$ cat config.mk
export PLATFORM = sky130hd
export DESIGN_NAME = irq_arb_top
export DESIGN_NICKNAME = d
export VERILOG_FILES = /design/src/rtl/irq_arb_pkg.sv /design/src/rtl/irq_arb_datapath.sv /design/src/rtl/irq_arb_control.sv /design/src/rtl/irq_arb_top.sv
export SDC_FILE = /design/constraint.sdc
export NUM_CORES = 1
export LEC_CHECK = 0
export BUFFER_PORTS_ARGS = -buffer_cell sky130_fd_sc_hd__buf_2
export CORE_MARGIN = 3
export CORE_UTILIZATION = 40
export DETAILED_ROUTE_END_ITERATION = 16
export PLACE_DENSITY = 0.63
export SLEW_MARGIN = 20
export SYNTH_ARGS = -nofsm -noshare
export SYNTH_HDL_FRONTEND = slang
export SYNTH_HIERARCHICAL = 1
export SYNTH_SLANG_ARGS = --single-unit
$ cat constraint.sdc
create_clock -name clk -period 22.1 [get_ports clk]
set_input_delay 3.315 -clock clk [delete_from_list [all_inputs] [get_ports clk]]
set_output_delay 3.315 -clock clk [all_outputs]
set_load 0.005 [all_outputs]
$ cat src/rtl/irq_arb_pkg.sv
package irq_arb_pkg;
  localparam int LVL_W   = 2;
  localparam int NUM_LVL = 1 << LVL_W;

  typedef struct packed {
    logic capture;
    logic issue;
  } arbStrobe_t;
endpackage

$ cat src/rtl/irq_arb_datapath.sv
module irq_arb_datapath
  import irq_arb_pkg::*;
#(
  parameter int NUM_SRC     = 14,
  parameter int SRC_PER_GRP = 2,
  parameter logic [NUM_SRC-1:0] PAIR_MASK = 'h70,
  localparam int NUM_GRP = (NUM_SRC + SRC_PER_GRP - 1) / SRC_PER_GRP,
  localparam int IDX_W   = $clog2(NUM_SRC)
) (
  input  logic               clk,
  input  logic               rstN,
  input  arbStrobe_t         strobes,
  input  logic [NUM_SRC-1:0] flagA,
  input  logic [NUM_SRC-1:0] flagB,
  input  logic [NUM_SRC-1:0] srcEnable,
  input  logic               globalEnable,
  input  logic [NUM_GRP-1:0] prioLo,
  input  logic [NUM_GRP-1:0] prioHi,
  output logic               winValid,
  output logic [LVL_W-1:0]   winLevel,
  output logic               callReq,
  output logic [IDX_W-1:0]   vectorIdx
);
  logic [NUM_SRC-1:0] combined;
  logic [NUM_SRC-1:0] sampled;
  logic [NUM_SRC-1:0] eligible;
  logic [LVL_W-1:0]   srcLevel [NUM_SRC];
  logic [IDX_W-1:0]   bestIdx;

  // pair flags share a slot; unpaired slots mask the second flag away
  assign combined = flagA | (flagB & PAIR_MASK);
  assign eligible = sampled & srcEnable & {NUM_SRC{globalEnable}};

  for (genvar i = 0; i < NUM_SRC; i++) begin : gLevel
    localparam int G = i / SRC_PER_GRP;
    assign srcLevel[i] = {prioHi[G], prioLo[G]};
  end

  // descending scan with >= leaves the lowest index of the top level
  always_comb begin
    winValid = 1'b0;
    winLevel = '0;
    bestIdx  = '0;
    for (int i = NUM_SRC - 1; i >= 0; i--) begin
      if (eligible[i] && (!winValid || srcLevel[i] >= winLevel)) begin
        winValid = 1'b1;
        winLevel = srcLevel[i];
        bestIdx  = IDX_W'(i);
      end
    end
  end

  always_ff @(posedge clk or negedge rstN) begin
    if (!rstN) begin
      sampled   <= '0;
      callReq   <= 1'b0;
      vectorIdx <= '0;
    end else begin
      if (strobes.capture) sampled <= combined;
      callReq <= strobes.issue;
      if (strobes.issue) vectorIdx <= bestIdx;
    end
  end
endmodule

$ cat src/rtl/irq_arb_control.sv
module irq_arb_control
  import irq_arb_pkg::*;
(
  input  logic               clk,
  input  logic               rstN,
  input  logic               sampleTick,
  input  logic               lastCycle,
  input  logic               instrIsReti,
  input  logic               instrIsIrqWrite,
  input  logic               winValid,
  input  logic [LVL_W-1:0]   winLevel,
  output arbStrobe_t         strobes,
  output logic [NUM_LVL-1:0] inService
);
  logic               busy;
  logic               holdOff;
  logic               retire;
  logic [LVL_W-1:0]   topSet;
  logic [NUM_LVL-1:0] inSvcNext;

  assign holdOff = instrIsReti | instrIsIrqWrite;
  assign retire  = sampleTick & lastCycle & instrIsReti;

  always_comb begin
    busy = 1'b0;
    for (int j = 0; j < NUM_LVL; j++) begin
      if (inService[j] && LVL_W'(j) >= winLevel) busy = 1'b1;
    end
  end

  always_comb begin
    topSet = '0;
    for (int j = 0; j < NUM_LVL; j++) begin
      if (inService[j]) topSet = LVL_W'(j);
    end
  end

  always_comb begin
    strobes.capture = sampleTick;
    strobes.issue   = sampleTick & winValid & lastCycle & ~holdOff & ~busy;
  end

  always_comb begin
    inSvcNext = inService;
    if (strobes.issue) inSvcNext[winLevel] = 1'b1;
    else if (retire)   inSvcNext[topSet]   = 1'b0;
  end

  always_ff @(posedge clk or negedge rstN) begin
    if (!rstN) inService <= '0;
    else       inService <= inSvcNext;
  end
endmodule

$ cat src/rtl/irq_arb_top.sv
module irq_arb_top
  import irq_arb_pkg::*;
#(
  parameter int NUM_SRC     = 14,
  parameter int SRC_PER_GRP = 2,
  parameter logic [NUM_SRC-1:0] PAIR_MASK = 'h70,
  localparam int NUM_GRP = (NUM_SRC + SRC_PER_GRP - 1) / SRC_PER_GRP,
  localparam int IDX_W   = $clog2(NUM_SRC)
) (
  input  logic               clk,
  input  logic               rstN,
  input  logic               sampleTick,
  input  logic               lastCycle,
  input  logic               instrIsReti,
  input  logic               instrIsIrqWrite,
  input  logic [NUM_SRC-1:0] flagA,
  input  logic [NUM_SRC-1:0] flagB,
  input  logic [NUM_SRC-1:0] srcEnable,
  input  logic               globalEnable,
  input  logic [NUM_GRP-1:0] prioLo,
  input  logic [NUM_GRP-1:0] prioHi,
  output logic               callReq,
  output logic [IDX_W-1:0]   vectorIdx,
  output logic [NUM_LVL-1:0] inService
);
  arbStrobe_t       strobes;
  logic             winValid;
  logic [LVL_W-1:0] winLevel;

  irq_arb_datapath #(
    .NUM_SRC(NUM_SRC), .SRC_PER_GRP(SRC_PER_GRP), .PAIR_MASK(PAIR_MASK)
  ) uData (
    .clk(clk), .rstN(rstN), .strobes(strobes),
    .flagA(flagA), .flagB(flagB), .srcEnable(srcEnable),
    .globalEnable(globalEnable), .prioLo(prioLo), .prioHi(prioHi),
    .winValid(winValid), .winLevel(winLevel),
    .callReq(callReq), .vectorIdx(vectorIdx)
  );

  irq_arb_control uCtl (
    .clk(clk), .rstN(rstN), .sampleTick(sampleTick), .lastCycle(lastCycle),
    .instrIsReti(instrIsReti), .instrIsIrqWrite(instrIsIrqWrite),
    .winValid(winValid), .winLevel(winLevel),
    .strobes(strobes), .inService(inService)
  );
endmodule

==> results of run 1 <==
[critical path: cells and delay by family]
kind                       cells  cell delay [ns]
AOI/OAI and AO/OA             33             7.41
and+or+nand+nor               23             3.21
adders and majority gates     14             3.91
buffers and inverters          2             0.21
muxes                          7             2.53
[kinds of logic after synthesis]
logic type	Yosys count
flip-flops	23
multiplexers	20
buffers and inverters	24
AND/OR/NAND/NOR	104
adder cells (fa/ha/maj)	18
AO/OA/AOI/OAI	79
[metrics by stage]
stage	power, mW	instances	setup WS (ns)	util, %	hold slack (ns)
after floorplan	0.0981	268	3.44	-	0.473
after global routing	0.159	395	0.142	50.2	0.517
after CTS	0.146	395	1.63	50.0	0.511
after global placement	0.118	391	1.64	49.1	0.490
after detailed placement	0.119	391	1.37	49.1	0.491
final	0.146	395	1.67	50.2	0.499
[metal layers]
| metal | part of all wire [%] | vias to the layer above |
|---|---|---|
| met1 | 49 | 996 |
| met5 | 0 | - |
| met2 | 44 | 67 |
| met3 | 6.2 | 5 |
| met4 | 0.67 | 0 |
| li1 | - | 1122 |
[state kept, by name (all words and copies together) (netlist names)]
| register | count |
|---|---|
| uData/sampled | 14 |
| uCtl/inService | 4 |
| uData/vectorIdx | 4 |
| uData/callReq | 1 |
[layout by cell type (no fill, tap or decap), drive strengths merged, types with 2 or more instances in the layout]
cell type / Yosys / layout
nor2: 20 / 20
a21o: 6 / 6
and3: 3 / 3
clkbuf: 1 / 3
a31oi: 2 / 2
ha: 15 / 15
a41o: 2 / 2
a32oi: 3 / 3
buf: 6 / 60
o31ai: 2 / 2
inv: 17 / 17
mux2i: 2 / 2
and2: 8 / 8
nor2b: 7 / 7
a21oi: 15 / 15
nand2: 27 / 27
nand3: 19 / 19
a21boi: 2 / 2
dfrtp: 23 / 23
mux2: 18 / 18
a2bb2oi: 2 / 2
a22oi: 2 / 2
maj3: 3 / 3
o21ai: 10 / 10
nand4: 6 / 6
a211oi: 4 / 4
o21a: 3 / 3
o22ai: 7 / 7
a22o: 4 / 4
nor3: 2 / 2
nand2b: 8 / 8
o211ai: 3 / 3
[power by group]
part,leakage (nW),switching (mW),internal [mW],total [mW]
Sequential,0.278,0.00562,0.0486,0.0542
Clock,0.0217,0.0140,0.0128,0.0268
Combinational,0.950,0.0343,0.0306,0.0649
[layout make-up]
type                       count  share of cell area [%]
multi-input combinational    221                    59.3
inverter                      17                    2.41
timing repair buffer          60                    11.4
clock inverter                 1                   0.284
tap                           70                    3.31
clock buffer                   3                    1.56
sequential                    23                    21.8
[final timing paths]
path                                     from            endpoint  slack (ns)  cells after the start
max                             srcEnable[13]  uData/vectorIdx[0]        1.67                     79
max in group asynchronous                rstN   uData/sampled[10]       18.75                      1
max reg2reg                 uData/sampled[13]  uData/vectorIdx[0]        4.38                     78
min reg2reg                uData/vectorIdx[1]  uData/vectorIdx[1]        0.50                      1
min                        uData/vectorIdx[1]  uData/vectorIdx[1]        0.50                      1
min in group asynchronous                rstN   uCtl/inService[3]        3.00                      1
[repair_timing]
item	4_1_cts	5_1_grt
hold endpoints to repair	0	0
endpoints found under the setup margin	0	1
resized for setup	0	1
==> impl_metrics.ini, run 1 <==
[run_status]
status = complete, no violations

[floorplanning]
ios = 72
die_area_mm2 = 0.00654
dieHeight_um = 80.9
rows = 26
initial_core_util_pct = 42.5
die_x_um = 80.9
core-area_mm2 = 0.00527

[power]
power_density_mw_per_mm2 = 55.2
leakagePower_nw = 1.25
irDropWorstVdd_mv = 0.0449

[layout]
drive_gt1_share_pct = 28.9
design_area_mm2 = 0.00265
n_fill_cell = 518
seq_area_um2 = 576
antenna_cells = 0
nets = 404
area_delta_synth_final_pct = 18.0
multi_input_area_mm2 = 0.00157

[worst_setup_path]
cp-start-kind = primary input
crit_type = primary input to flop
cpMostUsedCell = ha_1
cp-end-kind = flop
cpPeakStageDelay_ns = 0.47
slowest_stage = a221o_2
critPathArrivalTime_ns = 20.62
cp_max_fo = 14
crit_required_ns = 22.29

[worst_hold_path]
hp-class = flop to flop

[clocking]
cts.path.max_buffers = 2
cts.sinks = 23
cts_tree = built
cts_buffers = 3
clk_pin_slew_ns = 0.08
worstSkewPairLatency_ns = 0.27
h-tree-depth = 1
post_cts_buffers = 0
hold_buffers = 0
cts_root_buf = clkbuf_8

[sta]
finalHoldViolations = 0
slew_headroom_pct = 58.8
period_needed_ns = 20.43
max_freq_ghz = 0.0489
tightest_slew_ns = 0.618
drv_slew = 0
clock_skew_ns = 0.00203
setup_tns_ns = 0
period_share_pct = 92.5
rsz0062_at_grt = no
setup_viol = 0

[yosys]
ys_seq_elements = 23
yosysMostFrequentCell = nand2_1
synthMuxAreaShare_pct = 10.4
syn_avg_cell_area_um2 = 8.37
synthesis.nets = 346
ys_top_cells_by_area = dfrtp_1, ha_1, mux2_2
synthAdderAreaFrac_pct = 9.71
synth-xor-area-share_pct = 0
synth.distinct_cells = 56
synth_top_family_by_area = compound AO/OA/AOI/OAI gates
seq_area_frac_synth_pct = 25.7
synthSimpleGateAreaFrac_pct = 23.7
synthTopCellsByCount = nand2_1, dfrtp_1, nor2_1
async_reset_ff_share_pct = 100
synth_edf_count = 0
synth_flop_cell = dfrtp_1
yosys.area.top_type_share_pct = 25.7
netlist_instances = 268
synth_compound_area_share_pct = 25.8
yosysWarnings = 6
syn-cell-area_mm2 = 0.00224
synth_top_area_cell = dfrtp_1

[grt]
grt_use_met1_pct = 26.8
grt_max_degree = 33
grt_util_all_layers_pct = 18.4
antenna_found_initial = 0
gr-usage-met3_pct = 2.11
top_usage_layer = met2
grt_pass1_vias = 2059
met2_usage_pct = 28.9
overflow = 0
grt_pass1_wl_um = 9610

[route]
drt_wl_total_um = 5690
vias = 2190
vias_per_cell = 5.54
drtIter0Drc = 150
routedWlPerCell_um = 14.4
ant_nets = 0
drtPass1Iterations = 4
drc = 0

[placed_design]
dpl.hpwl_um = 4530
placed_area_mm2 = 0.00259
gp_congestion = 0.901
portBuffers = 60

[job]
max_cap_viol_count = 0
Power figures use the tool's default switching activity.
==> run 2, diff against run 1 <==
- BUFFER_PORTS_ARGS: -buffer_cell sky130_fd_sc_hd__buf_2 -> -buffer_cell sky130_fd_sc_hd__clkbuf_2
==> impl_metrics.ini, run 2 (synthesis gave the netlist of run 1 again) <==
[run_status]
status = complete, no violations

[route]
ant_nets = 0
routedWlPerCell_um = 14.3
vias = 2190
drc = 0
drt_wl_total_um = 5660
drtPass1Iterations = 4
drtIter0Drc = 184
vias_per_cell = 5.54

[clocking]
clk_pin_slew_ns = 0.08
cts_tree = built
cts_resized = 0
cts_root_buf = clkbuf_8
cts.sinks = 23
hold_buffers = 0
worstSkewPairLatency_ns = 0.26
h-tree-depth = 1
post_cts_buffers = 0
cts.path.max_buffers = 2
cts_buffers = 3

[sta]
finalHoldViolations = 0
setup_slack_ns = 1.61
slew_headroom_pct = 59.4
hold_ws_ns = 0.507
tightest_slew_ns = 0.608
setup_tns_ns = 0
clock_skew_ns = 0.00325
period_share_pct = 92.7
max_freq_ghz = 0.0488
drv_slew = 0
period_needed_ns = 20.49
rsz0062_at_grt = no
setup_viol = 0

[grt]
grt_max_degree = 33
grt_util_all_layers_pct = 18.0
antenna_found_initial = 0
grt_pass1_vias = 2077
overflow = 0
grt_pass1_wl_um = 9440

[worst_setup_path]
cp-start-kind = primary input
cpPeakStageDelay_ns = 0.57
crit_required_ns = 22.28
crit_type = primary input to flop
cp_max_fo = 32
cpMostUsedCell = ha_1
slowest_stage = a211oi_2
critPathArrivalTime_ns = 20.67
worst-r2r-cell-count = 78
r2r_start = uData/sampled[13]
r2r_slack_ns = 4.35
reg2reg_to = uData/vectorIdx[0]
cp-end-kind = flop

[worst_hold_path]
hp-class = flop to flop
min_to = uData/sampled[1]
worstHoldPathCells = 1
holdCritStartpoint = uData/sampled[1]

[layout]
final_cell_mix = clkbuf_2, nand2_1, dfrtp_1
design_area_mm2 = 0.00264
drive_gt1_share_pct = 28.9
antenna_cells = 0
largest-register = uData/sampled
n_fill_cell = 529
multi_input_area_mm2 = 0.00156
area_delta_synth_final_pct = 17.6
top_regs = uData/sampled (14), uCtl/inService (4), uData/vectorIdx (4)
final_common_cell = clkbuf_2
final_util_pct = 50.0
largest_reg_flops = 14
seq_area_um2 = 576
nets = 404

[floorplanning]
dieHeight_um = 80.9
die_x_um = 80.9
initial_core_util_pct = 42.5
core-area_mm2 = 0.00527
die_area_mm2 = 0.00654
ios = 72
rows = 26

[placed_design]
dpl.hpwl_um = 4570
gp_congestion = 0.906
dpl_worst_slack_ns = 1.46
portBuffers = 60
placed_area_mm2 = 0.00259

[power]
irDropWorstVdd_mv = 0.0391
power_density_mw_per_mm2 = 55.0
leakagePower_nw = 1.26

[job]
max_cap_viol_count = 0
## run 2: power breakdown
group          internal [mW]  switching (mW)
clock network         0.0127          0.0133
registers             0.0486         0.00571
logic                 0.0306          0.0342
total                 0.0919          0.0532
## run 2: stage by stage
step | cells | power (mW)
after floorplan | 268 | 0.0981
after global placement | 391 | 0.118
after CTS | 395 | 0.146
final | 395 | 0.145
after detailed placement | 391 | 0.120
after global routing | 395 | 0.158
## run 2: worst max-delay path: cells and delay by family
| kind | cells | cell delay (ns) |
|---|---|---|
| and+or+nand+nor | 23 | 3.33 |
| adders and majority gates | 14 | 3.92 |
| muxes | 7 | 2.51 |
| buffers and inverters | 2 | 0.48 |
| AOI/OAI and AO/OA | 32 | 7.11 |
## run 2: routing by layer
| metal | up-vias | share of wire (%) | track usage, % | wire length [µm] |
|---|---|---|---|---|
| li1 | 1117 | - | - | - |
| met1 | 1002 | 48 | 26.4 | 2730 |
| met2 | 67 | 45 | 28.6 | 2530 |
| met3 | 4 | 6.4 | 1.44 | 361 |
| met4 | 0 | 0.74 | 4.05 | 42 |
| met5 | - | 0 | 0 | 0 |
## run 2: cell type report
| type | count | area share, % |
|---|---|---|
| Tap cell | 70 | 3.32 |
| Clock buffer | 3 | 1.57 |
| Multi-Input combinational cell | 221 | 59.2 |
| Timing Repair Buffer | 60 | 11.4 |
| Inverter | 17 | 2.42 |
| Sequential cell | 23 | 21.8 |
| Clock inverter | 1 | 0.285 |
## run 2: how the worst max path moves through the flow
stage	start	to	cells after the start
2_1_floorplan	srcEnable[13]	uData/vectorIdx[0]	79
3_3_place_gp	globalEnable	uData/vectorIdx[0]	78
3_5_place_dp	globalEnable	uData/vectorIdx[0]	78
4_1_cts	globalEnable	uData/vectorIdx[0]	78
5_1_grt	globalEnable	uData/vectorIdx[0]	77
6_report	globalEnable	uData/vectorIdx[0]	78
==> run 3, diff against run 2 <==
- CORE_MARGIN: 3 -> not set
- clock period: 22.1 -> 22.6 ns (I/O delays scaled with it)
==> impl_metrics.ini, run 3 (synthesis gave the netlist of run 1 again) <==
[clocking]
post_cts_buffers = 0
cts_root_buf = clkbuf_8
hold_buffers = 0
cts_resized = 0
clk_pin_slew_ns = 0.09
cts.path.max_buffers = 2
cts.sinks = 23
cts_tree = built
h-tree-depth = 1
worstSkewPairLatency_ns = 0.26
cts_buffers = 3

[floorplanning]
ios = 72
dieHeight_um = 76.9
initial_core_util_pct = 42.8
die_x_um = 76.9
die_area_mm2 = 0.00591
core-area_mm2 = 0.00524
rows = 26

[sta]
finalHoldViolations = 0
setup_viol = 0
period_needed_ns = 20.55
tightest_slew_ns = 0.665
period_share_pct = 90.9
slew_headroom_pct = 55.6
clock_skew_ns = 0.00258
max_freq_ghz = 0.0487
drv_slew = 0
rsz0062_at_grt = no
hold_ws_ns = 0.505
setup_tns_ns = 0

[layout]
n_fill_cell = 536
largest_reg_flops = 14
antenna_cells = 0
top_regs = uData/sampled (14), uCtl/inService (4), uData/vectorIdx (4)
largest-register = uData/sampled
final_cell_mix = clkbuf_2, nand2_1, dfrtp_1
nets = 404
final_common_cell = clkbuf_2
seq_area_um2 = 576
area_delta_synth_final_pct = 17.6
multi_input_area_mm2 = 0.00156
drive_gt1_share_pct = 28.9

[power]
leakagePower_nw = 1.26
finalPower_mw = 0.142
power_density_mw_per_mm2 = 53.7
irDropWorstVdd_mv = 0.0439

[placed_design]
portBuffers = 60
gp_congestion = 0.834
dpl.hpwl_um = 4380

[run_status]
status = complete, no violations

[route]
drt_wl_total_um = 5440
vias_per_cell = 5.56
ant_nets = 0
drtPass1Iterations = 4
drtIter0Drc = 132
drc = 0
vias = 2198
routedWlPerCell_um = 13.8

[grt]
grt_pass1_wl_um = 9130
grt_max_degree = 33
grt_pass1_vias = 1993
overflow = 0
antenna_found_initial = 0
grt_util_all_layers_pct = 18.9

[worst_hold_path]
hp-class = flop to flop

[worst_setup_path]
cpPeakStageDelay_ns = 0.61
crit_type = primary input to flop
worst-r2r-cell-count = 78
r2r_start = uData/sampled[13]
reg2reg_to = uData/vectorIdx[0]
cp-start-kind = primary input
cp-endpoint = uData/vectorIdx[0]
crit_required_ns = 22.78
cpMostUsedCell = ha_1
critPathArrivalTime_ns = 20.73
cp-startpoint = globalEnable
cp_max_fo = 32
slowest_stage = a211oi_2
r2r_slack_ns = 4.85
cp-end-kind = flop

[job]
max_cap_viol_count = 0
[run 3: cell counts in the layout (fill, tap and decap cells not counted)]
Identical to the previous run, type by type.
[run 3: worst max-delay path, delay by kind of cell]
kind	cells	cell delay, ns
adders and majority gates	14	3.92
muxes	7	2.48
and+or+nand+nor	23	3.28
AOI/OAI and AO/OA	32	7.10
buffers and inverters	2	0.46
[run 3: cell type report]
cell class                      instances  area share [%]
Clock buffer                            3            1.57
Clock inverter                          1           0.285
Inverter                               17            2.42
Multi-Input combinational cell        221            59.2
Sequential cell                        23            21.8
Tap cell                               70            3.32
Timing Repair Buffer                   60            11.4
[run 3: power by group]
part           leakage, nW  total (mW)  switching (mW)  internal [mW]
registers            0.278      0.0528         0.00533         0.0475
logic                0.957      0.0627          0.0329         0.0298
clock network       0.0217      0.0261          0.0137         0.0125
[run 3: how the worst min path moves through the flow]
stage                       start                 end  slack, ns  cells after the start
2_1_floorplan    uData/sampled[1]    uData/sampled[1]       0.47                      1
3_5_place_dp   uData/vectorIdx[1]  uData/vectorIdx[1]       0.48                      1
4_1_cts        uData/vectorIdx[1]  uData/vectorIdx[1]       0.50                      1
6_report       uData/vectorIdx[1]  uData/vectorIdx[1]       0.50                      1
5_1_grt          uData/sampled[1]    uData/sampled[1]       0.53                      1
3_3_place_gp     uData/sampled[1]    uData/sampled[1]       0.48                      1
[run 3: per-layer routing]
| metal | GRT usage (%) | routed length [µm] | vias to the layer above |
|---|---|---|---|
| met5 | 0 | 0 | - |
| met4 | 3.08 | 31 | 0 |
| met3 | 2.38 | 233 | 4 |
| met2 | 31.2 | 2410 | 50 |
| met1 | 26.5 | 2760 | 1029 |
| li1 | - | - | 1115 |
[run 3: per-stage QoR]
step	cells	area, µm²	setup WS, ns	util, %
after floorplan	268	2240	3.86	-
after global placement	391	2590	1.88	49.4
after detailed placement	391	2590	1.85	49.4
after CTS	395	2640	2.07	50.4
after global routing	395	2640	0.679	50.4
final	395	2640	2.05	50.4
